[config.mk]
export PLATFORM = sky130hd
export DESIGN_NAME = pwm_timer
export DESIGN_NICKNAME = d
export VERILOG_FILES = /design/src/rtl/pwm_pkg.sv /design/src/rtl/pwm_counter.sv /design/src/rtl/pwm_chan.sv /design/src/rtl/pwm_regs.sv /design/src/rtl/pwm_timer.sv
export SDC_FILE = /design/constraint.sdc
export NUM_CORES = 1
export LEC_CHECK = 0
export BUFFER_PORTS_ARGS = -buffer_cell sky130_fd_sc_hd__buf_2
export CAP_MARGIN = 20
export CORE_ASPECT_RATIO = 2
export CORE_UTILIZATION = 38
export DETAILED_ROUTE_END_ITERATION = 8
export GPL_ROUTABILITY_DRIVEN = 1
export PLACE_DENSITY = 0.58
export SLEW_MARGIN = 20
export SYNTH_ARGS = -nofsm -noshare
export SYNTH_HDL_FRONTEND = slang
export SYNTH_SLANG_ARGS = --single-unit
[constraint.sdc]
create_clock -name clk -period 5.2 [get_ports clk]
set_clock_uncertainty 0.1 [all_clocks]
set_input_delay 1.04 -clock clk [delete_from_list [all_inputs] [get_ports clk]]
set_output_delay 1.04 -clock clk [all_outputs]
set_load 0.03 [all_outputs]
[src/rtl/pwm_pkg.sv]
package pwm_pkg;

    localparam int SCALE_W  = 4;
    localparam int FLAG_LSB = 28;

    localparam logic [7:0] OFS_CFG  = 8'h00;
    localparam logic [7:0] OFS_RAW  = 8'h08;
    localparam logic [7:0] OFS_SCL  = 8'h10;
    localparam logic [7:0] OFS_CMP0 = 8'h20;

    typedef struct packed {
        logic               gang;
        logic               center;
        logic               once;
        logic               always_on;
        logic               deglitch;
        logic               zero_rst;
        logic               sticky;
        logic [SCALE_W-1:0] scale;
    } cfg_t;

    function automatic logic [31:0] cfg_to_word(cfg_t c);
        logic [31:0] w;
        w        = '0;
        w[3:0]   = c.scale;
        w[8]     = c.sticky;
        w[9]     = c.zero_rst;
        w[10]    = c.deglitch;
        w[12]    = c.always_on;
        w[13]    = c.once;
        w[16]    = c.center;
        w[24]    = c.gang;
        return w;
    endfunction

    function automatic cfg_t word_to_cfg(logic [31:0] w);
        cfg_t c;
        c.scale     = w[3:0];
        c.sticky    = w[8];
        c.zero_rst  = w[9];
        c.deglitch  = w[10];
        c.always_on = w[12];
        c.once      = w[13];
        c.center    = w[16];
        c.gang      = w[24];
        return c;
    endfunction

endpackage

[src/rtl/pwm_counter.sv]
module pwm_counter
    import pwm_pkg::*;
#(
    parameter int CMP_W = 16,
    parameter int CNT_W = 31
) (
    input  logic               clk,
    input  logic               rst,
    input  logic               run,
    input  logic [SCALE_W-1:0] scale,
    input  logic               load,
    input  logic [CNT_W-1:0]   load_val,
    output logic [CNT_W-1:0]   cnt,
    output logic [CMP_W-1:0]   scaled,
    output logic               wrap
);

    localparam logic [CNT_W:0] ONE_W = 1;

    logic [CNT_W:0]   last;
    logic [CNT_W-1:0] shifted;

    always_comb begin
        last    = (ONE_W << (CMP_W + 32'(scale))) - ONE_W;
        wrap    = run && ({1'b0, cnt} >= last);
        shifted = cnt >> scale;
        scaled  = shifted[CMP_W-1:0];
    end

    always_ff @(posedge clk) begin
        if (rst)
            cnt <= '0;
        else if (load)
            cnt <= load_val;
        else if (wrap)
            cnt <= '0;
        else if (run)
            cnt <= cnt + CNT_W'(1);
    end

    a_r3_hold: assert property (@(posedge clk) disable iff (rst)
        (!run && !load) |=> $stable(cnt));
    a_r3_step: assert property (@(posedge clk) disable iff (rst)
        (run && !load && !wrap) |=> (cnt == $past(cnt) + CNT_W'(1)));
    a_r3_wrap_zero: assert property (@(posedge clk) disable iff (rst)
        (wrap && !load) |=> (cnt == '0));

endmodule

[src/rtl/pwm_chan.sv]
module pwm_chan #(
    parameter int CMP_W = 16
) (
    input  logic             clk,
    input  logic             rst,
    input  logic             run,
    input  logic             clr,
    input  logic [CMP_W-1:0] scaled,
    input  logic [CMP_W-1:0] cmp,
    output logic             out_n,
    output logic             flag
);

    logic below;

    always_comb begin
        below = scaled < cmp;
        out_n = !(run && below);
    end

    always_ff @(posedge clk) begin
        if (rst || clr)
            flag <= 1'b0;
        else if (run && !below)
            flag <= 1'b1;
    end

    a_r7_idle_high: assert property (@(posedge clk) disable iff (rst)
        !run |-> out_n);
    a_r6_zero_inactive: assert property (@(posedge clk) disable iff (rst)
        (cmp == '0) |-> out_n);
    a_r9_clear: assert property (@(posedge clk) disable iff (rst)
        clr |=> !flag);
    a_r9_hold_set: assert property (@(posedge clk) disable iff (rst)
        (flag && !clr) |=> flag);

endmodule

[src/rtl/pwm_regs.sv]
module pwm_regs
    import pwm_pkg::*;
#(
    parameter int NCH   = 4,
    parameter int CMP_W = 16,
    parameter int CNT_W = 31
) (
    input  logic                      clk,
    input  logic                      rst,
    input  logic                      bus_sel,
    input  logic                      bus_we,
    input  logic [7:0]                bus_addr,
    input  logic [31:0]               bus_wdata,
    output logic [31:0]               bus_rdata,
    input  logic [CNT_W-1:0]          cnt,
    input  logic [CMP_W-1:0]          scaled,
    input  logic [NCH-1:0]            flags,
    input  logic                      once_done,
    output cfg_t                      cfg,
    output logic [NCH-1:0][CMP_W-1:0] cmp,
    output logic                      cnt_load,
    output logic [CNT_W-1:0]          cnt_val
);

    logic wr, cfg_wr;

    assign wr       = bus_sel && bus_we;
    assign cfg_wr   = wr && (bus_addr == OFS_CFG);
    assign cnt_load = wr && (bus_addr == OFS_RAW);
    assign cnt_val  = bus_wdata[CNT_W-1:0];

    always_ff @(posedge clk) begin
        if (rst)
            cfg <= '0;
        else if (cfg_wr)
            cfg <= word_to_cfg(bus_wdata);
        else if (once_done)
            cfg.once <= 1'b0;
    end

    for (genvar i = 0; i < NCH; i++) begin : g_cmp
        localparam logic [7:0] OFS = OFS_CMP0 + 8'(4 * i);
        always_ff @(posedge clk) begin
            if (rst)
                cmp[i] <= '0;
            else if (wr && bus_addr == OFS)
                cmp[i] <= bus_wdata[CMP_W-1:0];
        end
    end

    always_comb begin
        bus_rdata = '0;
        if (bus_addr == OFS_CFG) begin
            bus_rdata = cfg_to_word(cfg);
            bus_rdata[FLAG_LSB +: NCH] = flags;
        end else if (bus_addr == OFS_RAW) begin
            bus_rdata = 32'(cnt);
        end else if (bus_addr == OFS_SCL) begin
            bus_rdata = 32'(scaled);
        end
        for (int i = 0; i < NCH; i++)
            if (bus_addr == OFS_CMP0 + 8'(4 * i))
                bus_rdata = 32'(cmp[i]);
    end

    a_r8_once_self_clear: assert property (@(posedge clk) disable iff (rst)
        (once_done && !cfg_wr) |=> !cfg.once);

endmodule

[src/rtl/pwm_timer.sv]
module pwm_timer
    import pwm_pkg::*;
#(
    parameter int NCH   = 4,
    parameter int CMP_W = 16
) (
    input  logic           clk,
    input  logic           rst,
    input  logic           bus_sel,
    input  logic           bus_we,
    input  logic [7:0]     bus_addr,
    input  logic [31:0]    bus_wdata,
    output logic [31:0]    bus_rdata,
    output logic [NCH-1:0] pwm_n
);

    localparam int CNT_W = CMP_W + (1 << SCALE_W) - 1;

    cfg_t                      cfg;
    logic [NCH-1:0][CMP_W-1:0] cmp;
    logic [CNT_W-1:0]          cnt, cnt_val;
    logic [CMP_W-1:0]          scaled;
    logic [NCH-1:0]            flags;
    logic                      run, wrap, cnt_load;

    assign run = cfg.always_on || cfg.once;

    pwm_regs #(.NCH(NCH), .CMP_W(CMP_W), .CNT_W(CNT_W)) u_regs (
        .clk(clk), .rst(rst),
        .bus_sel(bus_sel), .bus_we(bus_we), .bus_addr(bus_addr),
        .bus_wdata(bus_wdata), .bus_rdata(bus_rdata),
        .cnt(cnt), .scaled(scaled), .flags(flags), .once_done(wrap),
        .cfg(cfg), .cmp(cmp), .cnt_load(cnt_load), .cnt_val(cnt_val)
    );

    pwm_counter #(.CMP_W(CMP_W), .CNT_W(CNT_W)) u_cnt (
        .clk(clk), .rst(rst), .run(run), .scale(cfg.scale),
        .load(cnt_load), .load_val(cnt_val),
        .cnt(cnt), .scaled(scaled), .wrap(wrap)
    );

    for (genvar i = 0; i < NCH; i++) begin : g_ch
        pwm_chan #(.CMP_W(CMP_W)) u_ch (
            .clk(clk), .rst(rst), .run(run), .clr(wrap || cnt_load),
            .scaled(scaled), .cmp(cmp[i]),
            .out_n(pwm_n[i]), .flag(flags[i])
        );
    end

endmodule

Word-level counts from Yosys, hierarchy flattened:

Index checks and enable logic that the tools add are counted.
W data, S select, Z words.

* register bits: 110
* bits of input ports: 44
* output and inout port bits: 36
* logic and storage cells: 75

* add/subtract/negate cells: 3
* magnitude comparators: 5
* equal/unequal tests: 6
* shifts and indexed selects: 2
* muxes and demuxes: 12
* reduce and logical (&&, ||, !) cells: 30

Operator list (number)
* $mux W32: 6
* $mux W31: 3
* $lt A16 B16 Y1: 4
* $eq A8 B6 Y1 const B: 4
* $ge A31 B32 Y1: 1
* $shl A1 B32 Y32 const A: 1
* $sub A32 B1 Y32 const B: 1
* $add A31 B1 Y31 const B: 1
* $shr A31 B4 Y16: 1
* $logic_and A1 B1 Y1: 16
* $mux W16: 1
* $eq A8 B4 Y1 const B: 1
* $eq A8 B5 Y1 const B: 1
* $logic_not A1 Y1: 8
* $logic_not A8 Y1: 1
* $add A5 B4 Y6 const A: 1
* $logic_or A1 B1 Y1: 3
* $reduce_bool A3 Y1: 1
* $mux W1: 2
* $reduce_bool A2 Y1: 1

Longest topological paths before layout:

Gate-level depths: netlist of run 1.

* word-level depth: 8
* depth in mapped cells: 21
* gate-level depth less buffers: 14

By module:

Synthesis of run 1 repeated with hierarchy kept, for this count alone.

* cell total of the unflattened synthesis: 1236
* area, all modules: 9634.2 um^2

Modules (own cells, without submodules)
* pwm_regs: instances 1, cells an instance 498, area an instance 4087.7 um^2, seq. area each 1501.4 um^2
* pwm_counter: instances 1, cells an instance 504, area an instance 3757.4 um^2, seq. area each 620.6 um^2
* pwm_chan: instances 4, cells an instance 58, area an instance 444.2 um^2, seq. area each 20.0 um^2
* pwm_timer: instances 1, cells an instance 2, area an instance 12.5 um^2, seq. area each 0.0 um^2

Worst setup path after synthesis of run 1:

Ideal clock, no wire load.

* path type: reg-to-output
* from: register, netlist name u_regs.cfg[0]
* to: output port pwm_n[2]
* arrival: 3405 ps
* required time: 4060 ps
* path slack: 655 ps
* stages on the path, launching flop included: 14
* path buffers: 3
* path through: dfxtp_1 -> buf_4 -> buf_2 -> mux4_2 -> and2_1 -> a211o_1 -> o21a_1 -> ha_1 -> o211ai_1 -> or3_1 -> a2111oi_0 -> a21oi_1 -> nand2_1 -> buf_4

* longest elaborated chain between the ends: 4

RTL lines
* $shr A31 B4 Y16: RTL line pwm_counter.sv:26 `shifted = cnt >> scale;`
* $lt A16 B16 Y1: RTL line pwm_chan.sv:17 `below = scaled < cmp;`
* $logic_and A1 B1 Y1: RTL line pwm_chan.sv:18 `out_n = !(run && below);`
* $logic_not A1 Y1: RTL line pwm_chan.sv:18
* to (decl): RTL line pwm_timer.sv:14 `output logic [NCH-1:0] pwm_n`

No other way between the ends.

Worst setup path after layout of run 1:

* from: register u_cnt.cnt[27]
* to: output port pwm_n[0]

* longest elaborated chain between the ends: 4

RTL lines
* from (decl): RTL line pwm_counter.sv:13 `output logic [CNT_W-1:0] cnt,`
* from (signal assigned): RTL line pwm_counter.sv:34 `cnt <= load_val;`
* from (signal assigned): RTL line pwm_counter.sv:38 `cnt <= cnt + CNT_W'(1);`
* $shr A31 B4 Y16: RTL line pwm_counter.sv:26
* $lt A16 B16 Y1: RTL line pwm_chan.sv:17
* $logic_and A1 B1 Y1: RTL line pwm_chan.sv:18
* $logic_not A1 Y1: RTL line pwm_chan.sv:18

No other way between the ends.

==> impl_metrics.toml, run 1 <==
[detailed_routing]
antenna_left = 0
wirelength_um = 36700
drc = 7
firstDrtPassIters = 7
post_drt_wl_per_cell_um = 23.3
vias = 9536
vias_per_cell = 6.04
first_iter_violations = 743

[sta]
fin_crit_sh = 0.995
hold_viol = 0
worst_slew_pin_slew_ps = 928
layout_min_cycle_time_ps = 5180
tns_ps = 0
relSlewSlack = 0.378
setup_violations = 0
fmax_mhz = 193
rsz0062_at_grt = "no"
slew_viol_final = 0

[floorplanning]
die_w_um = 111
row_count = 79
ios = 80
die_area_sq_um = 24600
start_util = 0.389
die_h_um = 221
core_sq_um = 23400

[run_status]
violations = "DRC"
status = "complete, but fails checks"

[worst_setup_path]
crit_start = "u_cnt.cnt[27]$_SDFFE_PP0P_"
critical_path.cell_chain = "mux2i_1 > mux4_2 > a21oi_2 > ha_1 > a2111oi_0 > o21ai_0 > a31oi_2 > o22ai_1 > or3_1 > buf_2"
cp.required_ps = 4060
endpoint_kind = "primary output"
cp_num_buf_inv = 1
r2r-end = "u_cnt.cnt[27]$_SDFFE_PP0P_"
slowest_delay_ps = 570
startpoint_type = "register"
crit_family = "compound AO/OA/AOI/OAI gates"
cp.arrival_ps = 4040
reg2reg_from = "u_regs.cfg[1]$_SDFFE_PP0P_"
reg2reg_depth = 16
slowest_stage = "dfxtp_1"
reg2reg_slack_ps = 890
critPathKind = "reg2out"
crit_fanout = 9

[layout]
multi_input_area_sq_um = 6200
layoutNonFillerInstCount = 1578
syn_to_final_growth_pct = 12.5
n_antenna_cell = 0
filler_cell_count = 2434
register_area_sq_um = 2210
drive_gt1_frac = 0.172
fin_area_sq_um = 10300
num-nets-final = 1411

[synthesis]
yosys.cell_types.count = 60
synth_cells = 1238
synth-simple-area-share = 0.242
synth_edf_count = 0
synth_adder_area_share = 0.106
ys_top_cells_by_area = "dfxtp_1 24%, ha_1 11%, nand2_1 9.7%, a21oi_1 8.3%, mux4_2 6.4%"
synthMuxAreaShare = 0.103
yosysTopAreaCell = "dfxtp_1"
post_synth.cell_area_avg_sq_um = 7.36
syn_area_sq_um = 9110
synth_top_family_by_area = "simple AND/OR/NAND/NOR gates"
synth_commonest_cells = "236 x nand2_1, 151 x a21oi_1, 110 x dfxtp_1, 77 x ha_1, 74 x inv_1"
yosys.cell_count.top_type = "nand2_1"
synth_compound_area_frac = 0.206
synth_top_cell_area_share = 0.242
seq_area_frac_synth = 0.242
yosys_warnings = 0
synth-async-reset-ratio = 0
syn-num-nets = 1359
ys.flop_type = "dfxtp_1"
yosys_register_bits = 110
yosys.area_share.xor_xnor = 0.0202

[global_routing]
grt_max_degree = 66
grtUsageTotal = 0.300
grt-ovfl-total = 0
antenna_found_initial = 0
grt_pass1_vias = 9433
grt_pass1_wl_um = 55400

[place]
dpl.cell_count = 1552
gp_congestion = 0.987
port_buffers = 78
place_area_sq_um = 9840
dp_hpwl_um = 28200

[cts]
clkSinkCount = 110
cts_tree = "yes"
root_buffer = "clkbuf_16"
cts_buffers = 9
cts_max_level = 3
clkTransAtPathRegs_ps = 80
ctsLongestPathBuffers = 2
clock_latency_ps = 390

[power]
vdd_drop_max_mv = 0.176
pwr_density_cell_nw_per_um2 = 188
power.leakage_nw = 3.84

[worst_hold_path]
min_from = "u_regs.cmp[28]$_SDFFE_PP0P_"
hold_depth = 2
min_to = "u_regs.cmp[28]$_SDFFE_PP0P_"
hold_path_class = "reg2reg"

[flow_run]
drv_cap = 0
worst max-delay path by stage:
stage | end | depth (start not counted)
global placement | pwm_n[0] | 10
detailed placement | pwm_n[0] | 10
finish | pwm_n[0] | 10
CTS | pwm_n[0] | 11
floorplan | pwm_n[2] | 13
global route | pwm_n[0] | 13
tightest hold or removal path, delay by kind of cell, from the launching register on:
kind / cells / cell delay (ps)
AOI/OAI and AO/OA: 1 / 50
DFF: 1 / 310
and+or+nand+nor: 1 / 50
repair_timing:
action / 4_1_cts / 5_1_grt
endpoints found under the setup margin: 3 / 2
hold buffers: 0 / 0
gates resized for setup: 5 / 2
buffers inserted: 1 / 9
stage by stage:
stage | setup slack (ps) | util | power [W] | hold WS [ps]
2_1_floorplan | 655 | - | 0.00107 | 326
3_3_place_gp | 154 | 0.420 | 0.00120 | 342
3_5_place_dp | 173 | 0.420 | 0.00120 | 347
4_1_cts | 16.0 | 0.434 | 0.00193 | 357
5_1_grt | 13.1 | 0.438 | 0.00200 | 372
6_report | 23.5 | 0.438 | 0.00193 | 356
where the power goes:
group	internal (W)	total, W	switching [W]
registers	0.000847	0.000865	0.0000178
logic	0.000121	0.000326	0.000205
clock network	0.000376	0.000741	0.000366
total	0.00134	0.00193	0.000589
kinds of logic (layout without fill, tap and decap cells):
logic type,count (synthesis),after routing
simple gates,476,476
fa+ha+maj,77,77
buf+inv,179,236
xor+xnor,21,21
compound gates,315,315
mux,60,60
flops,110,110
layer usage:
layer	GRT usage	up-vias	wire, um
met5	0	-	0
met4	0.233	0	3050
met3	0.0403	146	1570
met2	0.555	382	19400
met1	0.297	4512	12700
li1	-	4496	-
cells in the final DEF (no fill, tap or decap), types with 4 or more instances in the layout:
master       n
o22ai_1     21
and3_1      15
a21oi_1    150
nor2_1      63
mux4_2      26
a21o_1       8
or3_1        6
nor3_1      16
nand2_1    236
nand2b_1     5
or2_2        5
buf_4       67
mux2_2      10
a31oi_1     26
xnor2_1     17
a22o_1       9
and2_1      13
clkbuf_16    9
ha_1        77
mux2i_1     23
buf_2       77
nand4_1     23
and4_1       5
o21a_1      12
inv_1       74
a211oi_1    14
xor2_1       4
a221oi_1     5
nand3_1     69
o211ai_1     4
dfxtp_1    108
o21ai_0     40
final cells by class:
type                       instances  share of cell area
multi-input combinational        949               0.605
sequential                       110               0.216
timing repair buffer             145              0.0886
tap                              283              0.0345
inverter                          75              0.0276
clock buffer                       9              0.0220
clock inverter                     7             0.00708
state kept, by name (all words and copies together) (netlist names):
signal          flops
u_regs.cmp         64
u_cnt.cnt          31
u_regs.cfg         11
g_ch.u_ch.flag      4
Power figures use the tool's default switching activity.
==> inputs of run 2 (changes only) <==
--- a/config.mk
+++ b/config.mk
@@ -15,4 +15,5 @@
 export SLEW_MARGIN = 20
 export SYNTH_ARGS = -nofsm -noshare
 export SYNTH_HDL_FRONTEND = slang
+export SYNTH_HIERARCHICAL = 1
 export SYNTH_SLANG_ARGS = --single-unit
==> run 2 against run 1 <==
  * The run still ends with DRC left
  * Clock-buffer cell count unchanged
  * Final cell count up 1.2%
  * Global-route usage down 2.8 points
  * Combinational power down 63%
  * Non-clock buffer count down 19
  * Critical path depth up 3
  * Core utilization down 1.5 points
  * Die area up 5.7%
  * Largest cell class unchanged
==> impl_metrics.toml, run 2 <==
[run_status]
status = "complete, but fails checks"
violations = "DRC"

[synthesis]
syn-num-nets = 1357
synth_cells = 1236
ys.flop_type = "dfxtp_1"
syn_area_sq_um = 9630
yosys_warnings = 6
yosysTopAreaCell = "dfxtp_1"
synth_edf_count = 0
yosys.cell_count.top_type = "nand2_1"
ys_top_cells_by_area = "dfxtp_1 23%, ha_1 10%, mux2i_1 7.1%, a21oi_1 7.0%, nand2_1 6.2%"
yosys.cell_types.count = 70
synth_commonest_cells = "160 x nand2_1, 134 x a21oi_1, 110 x dfxtp_1, 101 x inv_1, 81 x nor2_1"
synth-async-reset-ratio = 0
seq_area_frac_synth = 0.229
yosys_register_bits = 110
synth_top_cell_area_share = 0.229
post_synth.cell_area_avg_sq_um = 7.79

[cts]
clkSinkCount = 110
cts_max_level = 3
clkTransAtPathRegs_ps = 80
cts_tree = "yes"
holdBufCountCts = 0
ctsLongestPathBuffers = 2
root_buffer = "clkbuf_16"
clock_latency_ps = 380
cts_buffers = 9

[detailed_routing]
drc = 2
first_iter_violations = 608
vias_per_cell = 5.74
post_drt_wl_per_cell_um = 21.6
vias = 9168
firstDrtPassIters = 7
antenna_left = 0
wirelength_um = 34600

[layout]
final_common_cell = "nand2_1"
fin_area_sq_um = 10500
multi_input_area_sq_um = 6430
register_area_sq_um = 2210
mostFrequentLayoutCells = "160 x nand2_1, 132 x a21oi_1, 109 x dfxtp_1"
reg_top3 = "u_regs/cmp: 64 flops, u_cnt/cnt: 31 flops, u_regs/cfg: 11 flops"
syn_to_final_growth_pct = 9.39
num-nets-final = 1377
largest_reg_flops = 64
filler_cell_count = 2591
n_antenna_cell = 0
drive_gt1_frac = 0.177
largest-register = "u_regs/cmp"

[place]
pre_cts_slack_ps = 393
dp_hpwl_um = 27000
port_buffers = 78
place_area_sq_um = 10200
gp_congestion = 0.949

[sta]
fin_crit_sh = 0.977
relSlewSlack = 0.310
setup_violations = 0
rsz0062_at_grt = "no"
layout_min_cycle_time_ps = 5080
timing.final.ws_setup_ps = 119
fmax_mhz = 197
slew_viol_final = 0
tns_ps = 0
worst_slew_pin_slew_ps = 1030
hold_slack_ps = 345
hold_viol = 0

[worst_setup_path]
endpoint_kind = "primary output"
cp.arrival_ps = 3940
crit_fanout = 28
startpoint_type = "register"
critPathKind = "reg2out"
cp.required_ps = 4060

[global_routing]
grt_max_degree = 52
grtUsageTotal = 0.272
grt_pass1_wl_um = 51900
grt_pass1_vias = 8971
grt-ovfl-total = 0
antenna_found_initial = 0

[floorplanning]
core_sq_um = 24900
die_w_um = 115
die_area_sq_um = 26000
row_count = 82
die_h_um = 227
start_util = 0.386
ios = 80

[power]
pwr_density_cell_nw_per_um2 = 163
power.leakage_nw = 4.25
vdd_drop_max_mv = 0.130

[worst_hold_path]
hold_path_class = "reg2reg"

[flow_run]
drv_cap = 0
==> run 2: changes by cell type after synthesis, moves of 23 or more <==
cell     before  now
nand2_1     236  160
mux2i_1      23   68
nand3_1      69   27
inv_1        74  101
buf_4         9   33
a31oi_1      27    4
==> run 2: worst paths after layout <==
path         slack (ps)                              to                            from  cells after the start
max                 120                        pwm_n[2]      u_regs/cfg[0]$_SDFFE_PP0P_                     13
min                 350  g_ch[2].u_ch/flag$_SDFFE_PP0P_  g_ch[2].u_ch/flag$_SDFFE_PP0P_                      2
max reg2reg         520  g_ch[3].u_ch/flag$_SDFFE_PP0P_      u_regs/cfg[1]$_SDFFE_PP0P_                     18
min reg2reg         350  g_ch[2].u_ch/flag$_SDFFE_PP0P_  g_ch[2].u_ch/flag$_SDFFE_PP0P_                      2
==> run 2: cell type report <==
cell class | count | share of cell area
Timing Repair Buffer | 126 | 0.0738
Inverter | 104 | 0.0374
Clock inverter | 7 | 0.00760
Sequential cell | 110 | 0.209
Multi-Input combinational cell | 905 | 0.611
Tap cell | 336 | 0.0399
Clock buffer | 9 | 0.0214
==> run 2: through the flow <==
stage | util | total power, W | instances
after floorplan | - | 0.000938 | 1236
after global placement | 0.409 | 0.000979 | 1579
after detailed placement | 0.409 | 0.000980 | 1579
after CTS | 0.421 | 0.00173 | 1595
after global routing | 0.423 | 0.00177 | 1597
final | 0.423 | 0.00171 | 1597
==> run 2: worst max-delay path, stage by stage, from the launching register on <==
cell and delay, ps:
dfxtp_4 500, buf_12 230, mux2_2 360, mux2i_1 200, o22ai_1 110, nand2_1 70, o221ai_1 350, ha_1 460
a21o_1 160, a21oi_1 150, o221ai_1 240, nor3_2 430, nand2_1 80, buf_2 190
==> run 2: cells by family (layout without fill, tap and decap cells) <==
| kind of cell | after synthesis | in the layout | synth area share |
|---|---|---|---|
| adder cells (fa/ha/maj) | 77 | 77 | 0.100 |
| XOR/XNOR | 27 | 27 | 0.0245 |
| AO/OA/AOI/OAI | 297 | 297 | 0.199 |
| flip-flops | 110 | 110 | 0.229 |
| multiplexers | 100 | 100 | 0.130 |
| AND/OR/NAND/NOR | 404 | 404 | 0.212 |
| buffers and inverters | 221 | 246 | 0.106 |
==> run 2: report_power, final <==
| group | leakage (nW) | total, W | internal, W | switching, W |
|---|---|---|---|---|
| clock network | 0.148 | 0.000753 | 0.000382 | 0.000371 |
| registers | 0.886 | 0.000842 | 0.000841 | 0.000000889 |
| logic | 3.21 | 0.000119 | 0.0000358 | 0.0000832 |
| total | 4.25 | 0.00171 | 0.00126 | 0.000455 |
==> run 2: repair_timing <==
action	in CTS	in global routing
endpoints found under the setup margin	1	4
gates resized for setup	1	7
pin swaps	0	2
setup buffers	0	2
==> run 2: layer usage <==
metal / up-vias / global-route usage / share of wire
met1: 4349 / 0.260 / 0.34
met5: - / 0 / 0
li1: 4392 / - / -
met3: 127 / 0.0314 / 0.035
met2: 300 / 0.513 / 0.54
met4: 0 / 0.221 / 0.085
